`src/rtl/sbf_pkg.sv`:
```
// Shared types and constants for the sample byte framer.
package sbf_pkg;
    localparam int PAY_BITS = 7;

    localparam logic [7:0] MARK_RAW   = 8'h01;
    localparam logic [7:0] MARK_END   = 8'h02;
    localparam logic [7:0] MARK_BUNCH = 8'h03;

    typedef enum logic [2:0] {
        ST_WAIT  = 3'd0,
        ST_START = 3'd1,
        ST_HI    = 3'd2,
        ST_LO    = 3'd3,
        ST_SET   = 3'd4,
        ST_END   = 3'd5
    } sbf_state_e;
endpackage

```
`src/rtl/sbf_ctrl.sv`:
```
// Sequencer of the framer. Decides which byte is offered and when a
// sample may be taken in.
// Assumes that the downstream side takes a byte on any cycle where
// m_valid and m_ready are both high.
module sbf_ctrl
    import sbf_pkg::*;
#(
    parameter int N_SET = 3,
    localparam int IDX_W = (N_SET > 1) ? $clog2(N_SET) : 1
) (
    input  logic             clk,
    input  logic             rst_n,
    input  logic             s_valid,
    input  logic             s_last,
    input  logic             m_ready,
    output logic             s_ready,
    output logic             m_valid,
    output logic             open_blk,
    output logic             snap_en,
    output logic             in_blk,
    output sbf_state_e       st,
    output logic [IDX_W-1:0] idx
);
    logic last_q;
    logic accept;

    // Handshake and capture strobes, derived from the current state.
    always_comb begin
        s_ready  = (st == ST_WAIT);
        m_valid  = (st != ST_WAIT);
        accept   = s_valid && s_ready;
        open_blk = accept && !in_blk;
        snap_en  = accept && s_last;
    end

    // Steps through marker, sample halves, settings chunks and end marker.
    always_ff @(posedge clk) begin
        if (!rst_n) begin
            st     <= ST_WAIT;
            in_blk <= 1'b0;
            last_q <= 1'b0;
            idx    <= '0;
        end else begin
            case (st)
                ST_WAIT: if (s_valid) begin
                    last_q <= s_last;
                    in_blk <= 1'b1;
                    st     <= in_blk ? ST_HI : ST_START;
                end
                ST_START: if (m_ready) st <= ST_HI;
                ST_HI:    if (m_ready) st <= ST_LO;
                ST_LO: if (m_ready) begin
                    if (last_q) begin
                        st  <= ST_SET;
                        idx <= '0;
                    end else begin
                        st <= ST_WAIT;
                    end
                end
                ST_SET: if (m_ready) begin
                    if (idx == IDX_W'(N_SET - 1)) st <= ST_END;
                    else idx <= idx + 1'b1;
                end
                ST_END: if (m_ready) begin
                    st     <= ST_WAIT;
                    in_blk <= 1'b0;
                end
                default: st <= ST_WAIT;
            endcase
        end
    end

    // no sample is taken while a byte is being offered.
    a_r5_wait_only: assert property (@(posedge clk) disable iff (!rst_n)
        (st != ST_WAIT) |=> ((st == ST_WAIT) || !$changed(last_q)));
endmodule

```
`src/rtl/sbf_set_snap.sv`:
```
// Holds the settings snapshot and selects the 7-bit chunk for the
// current index.
// Assumes that snap_en pulses once, on the accept of a last sample.
module sbf_set_snap
    import sbf_pkg::*;
#(
    parameter int N_SET = 3,
    localparam int SET_W = N_SET * PAY_BITS,
    localparam int IDX_W = (N_SET > 1) ? $clog2(N_SET) : 1
) (
    input  logic                clk,
    input  logic                rst_n,
    input  logic                snap_en,
    input  logic [SET_W-1:0]    settings,
    input  logic [IDX_W-1:0]    idx,
    output logic [PAY_BITS-1:0] chunk
);
    logic [PAY_BITS-1:0] part [N_SET];

    // One register per chunk, loaded together on the snapshot strobe.
    for (genvar k = 0; k < N_SET; k++) begin : g_part
        always_ff @(posedge clk) begin
            if (!rst_n)       part[k] <= '0;
            else if (snap_en) part[k] <= settings[k*PAY_BITS +: PAY_BITS];
        end
    end

    // Chunk selection; indices beyond the count read as zero.
    always_comb begin
        chunk = '0;
        for (int k = 0; k < N_SET; k++)
            if (idx == IDX_W'(k)) chunk = part[k];
    end

    // the snapshot changes only on the strobe.
    a_r8_snap_hold: assert property (@(posedge clk) disable iff (!rst_n)
        !snap_en |=> $stable(part[0]));
endmodule

```
`src/rtl/sbf_byte_form.sv`:
```
// Holds the accepted sample and the block kind, and forms the outgoing
// byte from the sequencer state.
// Assumes that SMP_W - 7 is at most 6, so the high part fits under the
// flag bits.
module sbf_byte_form
    import sbf_pkg::*;
#(
    parameter int SMP_W = 13,
    localparam int HI_W = SMP_W - PAY_BITS
) (
    input  logic                clk,
    input  logic                rst_n,
    input  logic                accept,
    input  logic                open_blk,
    input  logic [SMP_W-1:0]    s_data,
    input  logic                s_bunch,
    input  sbf_state_e          st,
    input  logic [PAY_BITS-1:0] chunk,
    output logic [7:0]          byte_o
);
    logic [SMP_W-1:0] smp;
    logic             kind;

    // Sample captured on every accept; kind captured only when a block opens.
    always_ff @(posedge clk) begin
        if (!rst_n) begin
            smp  <= '0;
            kind <= 1'b0;
        end else begin
            if (accept)   smp  <= s_data;
            if (open_blk) kind <= s_bunch;
        end
    end

    // Byte formation for each state.
    always_comb begin
        byte_o = 8'h00;
        case (st)
            ST_START: byte_o = kind ? MARK_BUNCH : MARK_RAW;
            ST_HI:    byte_o = {2'b10, (6)'(smp[SMP_W-1 -: HI_W])};
            ST_LO:    byte_o = {1'b1, smp[PAY_BITS-1:0]};
            ST_SET:   byte_o = {1'b1, chunk};
            ST_END:   byte_o = MARK_END;
            default:  byte_o = 8'h00;
        endcase
    end

    // the high-part byte leaves bit 6 clear.
    a_r3_hi_bit6: assert property (@(posedge clk) disable iff (!rst_n)
        (st == ST_HI) |-> (byte_o[7:6] == 2'b10));
endmodule

```
`src/rtl/sample_byte_framer.sv`:
```
// Top of the sample byte framer. Wraps samples in marked blocks of
// flagged bytes, then appends a settings snapshot and an end marker.
// Assumes a single clock domain and a downstream side that uses a
// valid/ready handshake.
module sample_byte_framer
    import sbf_pkg::*;
#(
    parameter int SMP_W = 13,
    parameter int N_SET = 3,
    localparam int SET_W = N_SET * PAY_BITS,
    localparam int IDX_W = (N_SET > 1) ? $clog2(N_SET) : 1
) (
    input  logic             clk,
    input  logic             rst_n,
    input  logic             s_valid,
    output logic             s_ready,
    input  logic [SMP_W-1:0] s_data,
    input  logic             s_bunch,
    input  logic             s_last,
    input  logic [SET_W-1:0] settings,
    output logic             m_valid,
    input  logic             m_ready,
    output logic [7:0]       m_data
);
    sbf_state_e          st;
    logic [IDX_W-1:0]    idx;
    logic                open_blk, snap_en, in_blk;
    logic [PAY_BITS-1:0] chunk;

    sbf_ctrl #(.N_SET(N_SET)) u_ctrl (
        .clk(clk), .rst_n(rst_n), .s_valid(s_valid), .s_last(s_last),
        .m_ready(m_ready), .s_ready(s_ready), .m_valid(m_valid),
        .open_blk(open_blk), .snap_en(snap_en), .in_blk(in_blk),
        .st(st), .idx(idx)
    );

    sbf_set_snap #(.N_SET(N_SET)) u_snap (
        .clk(clk), .rst_n(rst_n), .snap_en(snap_en), .settings(settings),
        .idx(idx), .chunk(chunk)
    );

    sbf_byte_form #(.SMP_W(SMP_W)) u_form (
        .clk(clk), .rst_n(rst_n), .accept(s_valid && s_ready),
        .open_blk(open_blk), .s_data(s_data), .s_bunch(s_bunch),
        .st(st), .chunk(chunk), .byte_o(m_data)
    );

    // the framer never takes a sample and offers a byte together.
    a_r5_ready_excl: assert property (@(posedge clk) disable iff (!rst_n)
        !(s_ready && m_valid));

    // a stalled byte is held unchanged.
    a_r6_hold: assert property (@(posedge clk) disable iff (!rst_n)
        (m_valid && !m_ready) |=> (m_valid && $stable(m_data)));

    // every byte with the flag clear is one of the three markers.
    a_r4_marker_set: assert property (@(posedge clk) disable iff (!rst_n)
        (m_valid && !m_data[7]) |->
            (m_data == MARK_RAW || m_data == MARK_BUNCH || m_data == MARK_END));

    // opening a block puts a start marker on the output first.
    a_r2_open_marker: assert property (@(posedge clk) disable iff (!rst_n)
        (s_valid && s_ready && !in_blk) |=>
            (m_valid && (m_data == MARK_RAW || m_data == MARK_BUNCH)));

    // a sample inside an open block goes straight to payload.
    a_r9_cont_payload: assert property (@(posedge clk) disable iff (!rst_n)
        (s_valid && s_ready && in_blk) |=> (m_valid && m_data[7]));

    // once the end marker is taken, the input reopens.
    a_r7_end_reopen: assert property (@(posedge clk) disable iff (!rst_n)
        (m_valid && m_ready && m_data == MARK_END) |=> s_ready);
endmodule

```
`config.mk`:
```
export PLATFORM = sky130hd
export DESIGN_NAME = sample_byte_framer
export DESIGN_NICKNAME = d
export VERILOG_FILES = /design/src/rtl/sbf_pkg.sv /design/src/rtl/sbf_ctrl.sv /design/src/rtl/sbf_set_snap.sv /design/src/rtl/sbf_byte_form.sv /design/src/rtl/sample_byte_framer.sv
export SDC_FILE = /design/constraint.sdc
export NUM_CORES = 1
export LEC_CHECK = 0
export BUFFER_PORTS_ARGS = -buffer_cell sky130_fd_sc_hd__buf_2
export CAP_MARGIN = 20
export CORE_MARGIN = 5
export CORE_UTILIZATION = 57
export CTS_BUF_LIST = sky130_fd_sc_hd__clkbuf_8 sky130_fd_sc_hd__clkbuf_16
export DETAILED_ROUTE_END_ITERATION = 8
export PLACE_DENSITY = 0.91
export SETUP_SLACK_MARGIN = 0.02
export SLEW_MARGIN = 10
export SYNTH_ARGS = -nofsm -noshare
export SYNTH_HDL_FRONTEND = slang
export SYNTH_SLANG_ARGS = --single-unit
```
`constraint.sdc`:
```
create_clock -name clk -period 3.75 [get_ports clk]
set_input_delay 0.5625 -clock clk [delete_from_list [all_inputs] [get_ports clk]]
set_output_delay 0.5625 -clock clk [all_outputs]
set_load 0.01 [all_outputs]
```
==> flow_metrics.tcl, run 1 <==
set metrics [dict create \
    startpoint "u_ctrl.idx[1]$_SDFFE_PN0P_" \
    grt_pass1_wl_mm 6.84 \
    slowest_stage "nor2b_1" \
    synthArstFlopShare 0 \
    drive_above_1_share 0.237 \
    ys_seq_elements 42 \
    clk_path_buf_depth 2 \
    grt-ovfl-total 0 \
    r2r_start "u_ctrl.st[0]$_SDFFE_PN0P_" \
    maxSlewHeadroom 0.440 \
    final_max_slew_viol_count 0 \
    syn-cell-area_um2 2060 \
    synth_flop_cell "edfxtp_1" \
    power.total_mw 1.26 \
    p_sw_frac 0.302 \
    start_util 0.603 \
    r2r_end "u_snap.part[1][4]$_SDFFCE_PN0P_" \
    finalSetupViolCount 0 \
    drc 0 \
    clock_latency_ns 0.30 \
    rrSetupSlack_ns 1.44 \
    yosysSeqAreaShare 0.510 \
    regArea_um2 1050 \
    cts_tree "done" \
    drv_cap 0 \
    combPwrFrac 0.224 \
    hold_path.class "flip-flop to flip-flop" \
    internal_power_mw 0.878 \
    grt_pass1_vias 1499 \
    finalHoldViolCount 0 \
    pwr-share-clk 0.278 \
    die_area_um2 4920 \
    critPathKind "flip-flop to output port" \
    die_x_um 70.1 \
    p_sw_mw 0.380 \
    rows 21 \
    io-pin-count 50 \
    power_density_nw_per_um2 522 \
    worstPathBufferInverterCount 2 \
    via_count 1608 \
    tightestPinTransition_ns 0.838 \
    fin_crit_ns 2.68 \
    dieHeight_um 70.1 \
    multiInputGateArea_um2 921 \
    num_antenna_cells 0 \
    synth_edf_count 21 \
    cp_slowest_stage_delay_ns 0.41 \
    syn_inst 211 \
    place_hpwl_mm 3.01 \
    clock-sinks 42 \
    yosys_warnings 0 \
    setup_tns_ns 0 \
    seqPwrFrac 0.497 \
    grtUsageTotal 0.179 \
    cp_cell_sequence "inv_1, ha_1, nor2b_1, a22oi_1, o21ai_0, o2bb2ai_1, buf_2" \
    drt_iter0_drc 126 \
    synthesis.nets 254 \
    htreeDepth 2 \
    cts-root-buf "clkbuf_8" \
    critical_path.top_delay_family "compound AO/OA/AOI/OAI gates" \
    globalplace.congestion 0.780 \
    ant_nets 0 \
    antenna_found_initial 0 \
    max_freq_mhz 373 \
    grt_max_degree 26 \
    worst_ep_arrival_time_ns 2.12 \
    worst_r2r_path_depth 4 \
    clk_pin_slew_ns 0.08 \
    cts_made_buffers 5 \
    post_cts_buffers 0 \
    fin_skew_ns 0.00605 \
    mostFrequentLayoutCells "buf_2 (49), nand2_1 (43), and2_1 (22)" \
    cp.depth 7 \
    yosysUniqueCellTypes 40 \
    port_buffers 49 \
    cp_max_fo 9 \
    cts_hold_buf 0 \
    fin_util 0.705 \
    nets 295 \
    rsz0062_at_grt "no" \
    firstDrtPassIters 4 \
    p_leak_nw 0.988 \
    routed_wl_mm 4.16 \
    start_kind "flip-flop" \
    ir_worst_vdd_uv 307 \
    vias_per_cell 5.38 \
    synth_area_per_cell_um2 9.77 \
    final.period_utilization 0.716 \
    mostFrequentLayoutCell "buf_2" \
    fp.coreArea_um2 3420 \
    crit_path_end_kind "output port" \
    outcome "complete, no violations" \
    fillers 283 \
    post_cts_resized 0 \
    wl_per_cell_um 13.9 \
    cp_data_required_time_ns 3.19 \
    syn_to_final_growth_pct 16.8 \
    endpoint "m_data[3]" \
]
cells in the mapped netlist (5+ instances only):
cell type	number	area, um2
a21boi_0	16	120
a21oi_1	6	30.0
a22oi_1	5	37.5
and2_1	22	138
buf_2	5	25.0
clkbuf_1	10	37.5
dfxtp_1	21	420
edfxtp_1	21	631
nand2_1	43	161
nor2_1	5	18.8
o21ai_0	11	55.1
layer usage:
metal | vias up | share of wire | GRT usage
li1 | 818 | - | -
met1 | 743 | 0.42 | 0.213
met2 | 43 | 0.50 | 0.301
met3 | 4 | 0.067 | 0.0359
met4 | 0 | 0.013 | 0.102
met5 | - | 0 | 0
worst min path at each step:
| stage | startpoint | to | slack (ns) | cells after the start |
|---|---|---|---|---|
| after floorplan | u_form.smp[11]$_SDFFE_PN0N_ | u_form.smp[11]$_SDFFE_PN0N_ | 0.44 | 2 |
| after global placement | u_form.smp[3]$_SDFFE_PN0N_ | u_form.smp[3]$_SDFFE_PN0N_ | 0.45 | 2 |
| after detailed placement | u_ctrl.last_q$_SDFFE_PN0N_ | u_ctrl.last_q$_SDFFE_PN0N_ | 0.46 | 2 |
| after CTS | u_ctrl.last_q$_SDFFE_PN0N_ | u_ctrl.last_q$_SDFFE_PN0N_ | 0.47 | 2 |
| after global routing | u_form.smp[3]$_SDFFE_PN0N_ | u_form.smp[3]$_SDFFE_PN0N_ | 0.49 | 2 |
| final | u_ctrl.last_q$_SDFFE_PN0N_ | u_ctrl.last_q$_SDFFE_PN0N_ | 0.46 | 2 |
cell families after synthesis:
logic type	count (synthesis)	synth area share
adders and majority gates	3	0.0182
buffers and inverters	20	0.0431
and+or+nand+nor	87	0.220
muxes	4	0.0194
DFF	42	0.510
AOI/OAI and AO/OA	55	0.189
flip-flops by register name, summed over array words and instances (netlist names):
signal	count
u_ctrl.st	3
u_ctrl.in_blk	1
u_form.kind	1
u_form.smp	13
u_ctrl.last_q	1
u_snap.part	21
u_ctrl.idx	2
area by class of cell:
cell class | count | area share
sequential | 42 | 0.437
multi-input combinational | 149 | 0.383
timing repair buffer | 50 | 0.105
clock buffer | 5 | 0.0286
tap | 46 | 0.0239
clock inverter | 3 | 0.0172
inverter | 4 | 0.00624
power groups by stage:
stage	clock, mW	combinational, mW	sequential [mW]
floorplan	0	0.248	0.586
global placement	0	0.276	0.633
detailed placement	0	0.284	0.635
CTS	0.355	0.285	0.624
global route	0.372	0.320	0.636
finish	0.350	0.282	0.626
stage by stage:
step | instance area [um2] | worst slack, ns | hold WS, ns | std cells
global route | 2410 | 0.855 | 0.490 | 299
detailed placement | 2300 | 1.39 | 0.456 | 291
floorplan | 2060 | 1.71 | 0.439 | 211
finish | 2410 | 1.07 | 0.464 | 299
global placement | 2300 | 1.51 | 0.449 | 291
CTS | 2410 | 1.06 | 0.467 | 299
worst min-delay path, cell delays in order, from the launching register on:
cell and delay [ns]:
dfxtp_1 0.31, nand2_1 0.04, a21boi_0 0.06
No activity file was read; power rests on OpenSTA's default activity.
==> run 2: changes to the inputs <==
- CORE_UTILIZATION: 57 -> 48
- PLACE_DENSITY: 0.91 -> 0.83
- clock period: 3.75 -> 2.29 ns (I/O delays scaled with it)
==> run 2 against run 1 <==
  * Final cell count up 3.0%
  * Clock skew rose by 0.0025 ns
  * Sequential power rose by 59%
  * Sequential share of layout area decreased by 1.0 points
  * Wire length is 8.9% higher
  * Total power increased by 68%
  * Core utilization is 9.8 points lower
  * Critical path depth stayed put
  * Global-route usage down 0.69 points
  * Final area is 3.1% higher
  * Via count up 1.7%
  * Critical path type unchanged
==> flow_metrics.tcl, run 2 (synthesis gave the netlist of run 1 again) <==
set metrics [dict create \
    io-pin-count 50 \
    cts_made_buffers 5 \
    p_sw_frac 0.306 \
    finalSetupViolCount 0 \
    grt-ovfl-total 0 \
    min_from "s_bunch" \
    crit_path_end_kind "output port" \
    routed_wl_mm 4.52 \
    globalplace.congestion 0.838 \
    fin_skew_ns 0.00854 \
    grt_max_degree 26 \
    start_util 0.504 \
    whs_path_depth 3 \
    nets 300 \
    ant_nets 0 \
    drt_iter0_drc 82 \
    mostFrequentLayoutCell "buf_2" \
    grtUsageTotal 0.173 \
    fillers 365 \
    mostFrequentLayoutCells "buf_2 (49), nand2_1 (43), and2_1 (22)" \
    vias_per_cell 5.31 \
    clock-sinks 42 \
    start_kind "flip-flop" \
    fin_crit_ns 2.14 \
    die_area_um2 5700 \
    drive_above_1_share 0.279 \
    maxSlewHeadroom 0.527 \
    startpoint "u_ctrl.idx[0]$_SDFFE_PN0P_" \
    dp_slack_ns 0.272 \
    worst_r2r_path_depth 4 \
    clock_latency_ns 0.30 \
    firstDrtPassIters 4 \
    pwr-share-clk 0.273 \
    htreeDepth 2 \
    final_max_slew_viol_count 0 \
    drv_cap 0 \
    clk_pin_slew_ns 0.08 \
    dieHeight_um 75.5 \
    cts_tree "done" \
    syn_to_final_growth_pct 20.4 \
    critPathKind "flip-flop to output port" \
    fp.coreArea_um2 4090 \
    rows 23 \
    clk_path_buf_depth 2 \
    p_sw_mw 0.645 \
    drc 0 \
    hold_path.class "primary input to flip-flop" \
    worst_ep_arrival_time_ns 1.79 \
    holdPathEnd "u_form.kind$_SDFFE_PN0P_" \
    rsz0062_at_grt "yes" \
    max_freq_mhz 468 \
    cp_max_fo 6 \
    power_density_nw_per_um2 850 \
    p_leak_nw 1.02 \
    setup_tns_ns 0 \
    reg_top3 "u_snap.part: 21 flops, u_form.smp: 13 flops, u_ctrl.st: 3 flops" \
    cp_data_required_time_ns 1.95 \
    internal_power_mw 1.46 \
    rrSetupSlack_ns 0.39 \
    grt_pass1_wl_mm 7.22 \
    port_buffers 49 \
    top_register "u_snap.part" \
    cts-root-buf "clkbuf_8" \
    antenna_found_initial 0 \
    seqPwrFrac 0.473 \
    grt_pass1_vias 1559 \
    tightestPinTransition_ns 0.709 \
    whs_ns 0.285 \
    ir_worst_vdd_uv 467 \
    via_count 1636 \
    fin_util 0.607 \
    wl_per_cell_um 14.7 \
    r2r_start "u_ctrl.st[0]$_SDFFE_PN0P_" \
    largest_reg_flops 21 \
    num_antenna_cells 0 \
    finalHoldViolCount 0 \
    r2r_end "u_snap.part[1][6]$_SDFFCE_PN0P_" \
    die_x_um 75.5 \
    fin_ws_ns 0.153 \
    combPwrFrac 0.255 \
    place_hpwl_mm 3.17 \
    outcome "complete, no violations" \
    final.period_utilization 0.933 \
]
-- run 2: cell types whose count changed in the layout (fill, tap and decap cells not counted), sizes merged --
cell	before	now
buf	50	55
-- run 2: area by class of cell --
class                      count  area (um2)  share of cell area
sequential                    42        1060               0.426
multi-input combinational    149         946               0.381
timing repair buffer          55         290               0.117
clock buffer                   5        68.8              0.0277
tap                           50        62.6              0.0252
clock inverter                 3        41.3              0.0166
inverter                       4        15.0             0.00605
-- run 2: worst max-delay path by stage --
stage                            to  cells after the start
after floorplan           m_data[1]                      7
after global placement    m_data[1]                      7
after detailed placement  m_data[2]                      7
after CTS                 m_data[1]                      7
after global routing      m_data[0]                      5
final                     m_data[1]                      7
-- run 2: per-stage QoR --
step | area (um2) | total power, mW | cells
global placement | 2330 | 1.53 | 299
global route | 2480 | 2.23 | 308
CTS | 2450 | 2.12 | 307
floorplan | 2060 | 1.37 | 211
finish | 2480 | 2.11 | 308
detailed placement | 2330 | 1.55 | 299
-- run 2: critical path, cell delays in order, from the launching register on --
cell	delay (ns)
dfxtp_4	0.37
inv_1	0.06
ha_2	0.18
nor2b_4	0.14
a221o_1	0.32
a31oi_1	0.16
o22ai_1	0.10
buf_2	0.16
-- run 2: what timing repair did --
| action | CTS | global route |
|---|---|---|
| pin swaps | 0 | 1 |
| gates resized for setup | 4 | 6 |
| cloned | 0 | 0 |
| setup buffers | 0 | 1 |
| endpoints found under the setup margin | 6 | 6 |
| hold buffers | 0 | 0 |
-- run 2: power groups by stage --
| stage | Sequential [mW] | Clock, mW | Combinational [mW] |
|---|---|---|---|
| 3_5_place_dp | 1.01 | 0 | 0.533 |
| 5_1_grt | 1.01 | 0.618 | 0.598 |
| 4_1_cts | 0.997 | 0.588 | 0.539 |
| 2_1_floorplan | 0.960 | 0 | 0.405 |
| 6_report | 0.997 | 0.575 | 0.537 |
| 3_3_place_gp | 1.01 | 0 | 0.520 |
-- run 2: per-layer routing --
metal  vias up  wire length [um]  track usage
met3         8               267       0.0488
met4         0                91       0.0660
met1       757              1860        0.204
met5         -                 0            0
li1        832                 -            -
met2        39              2310        0.297
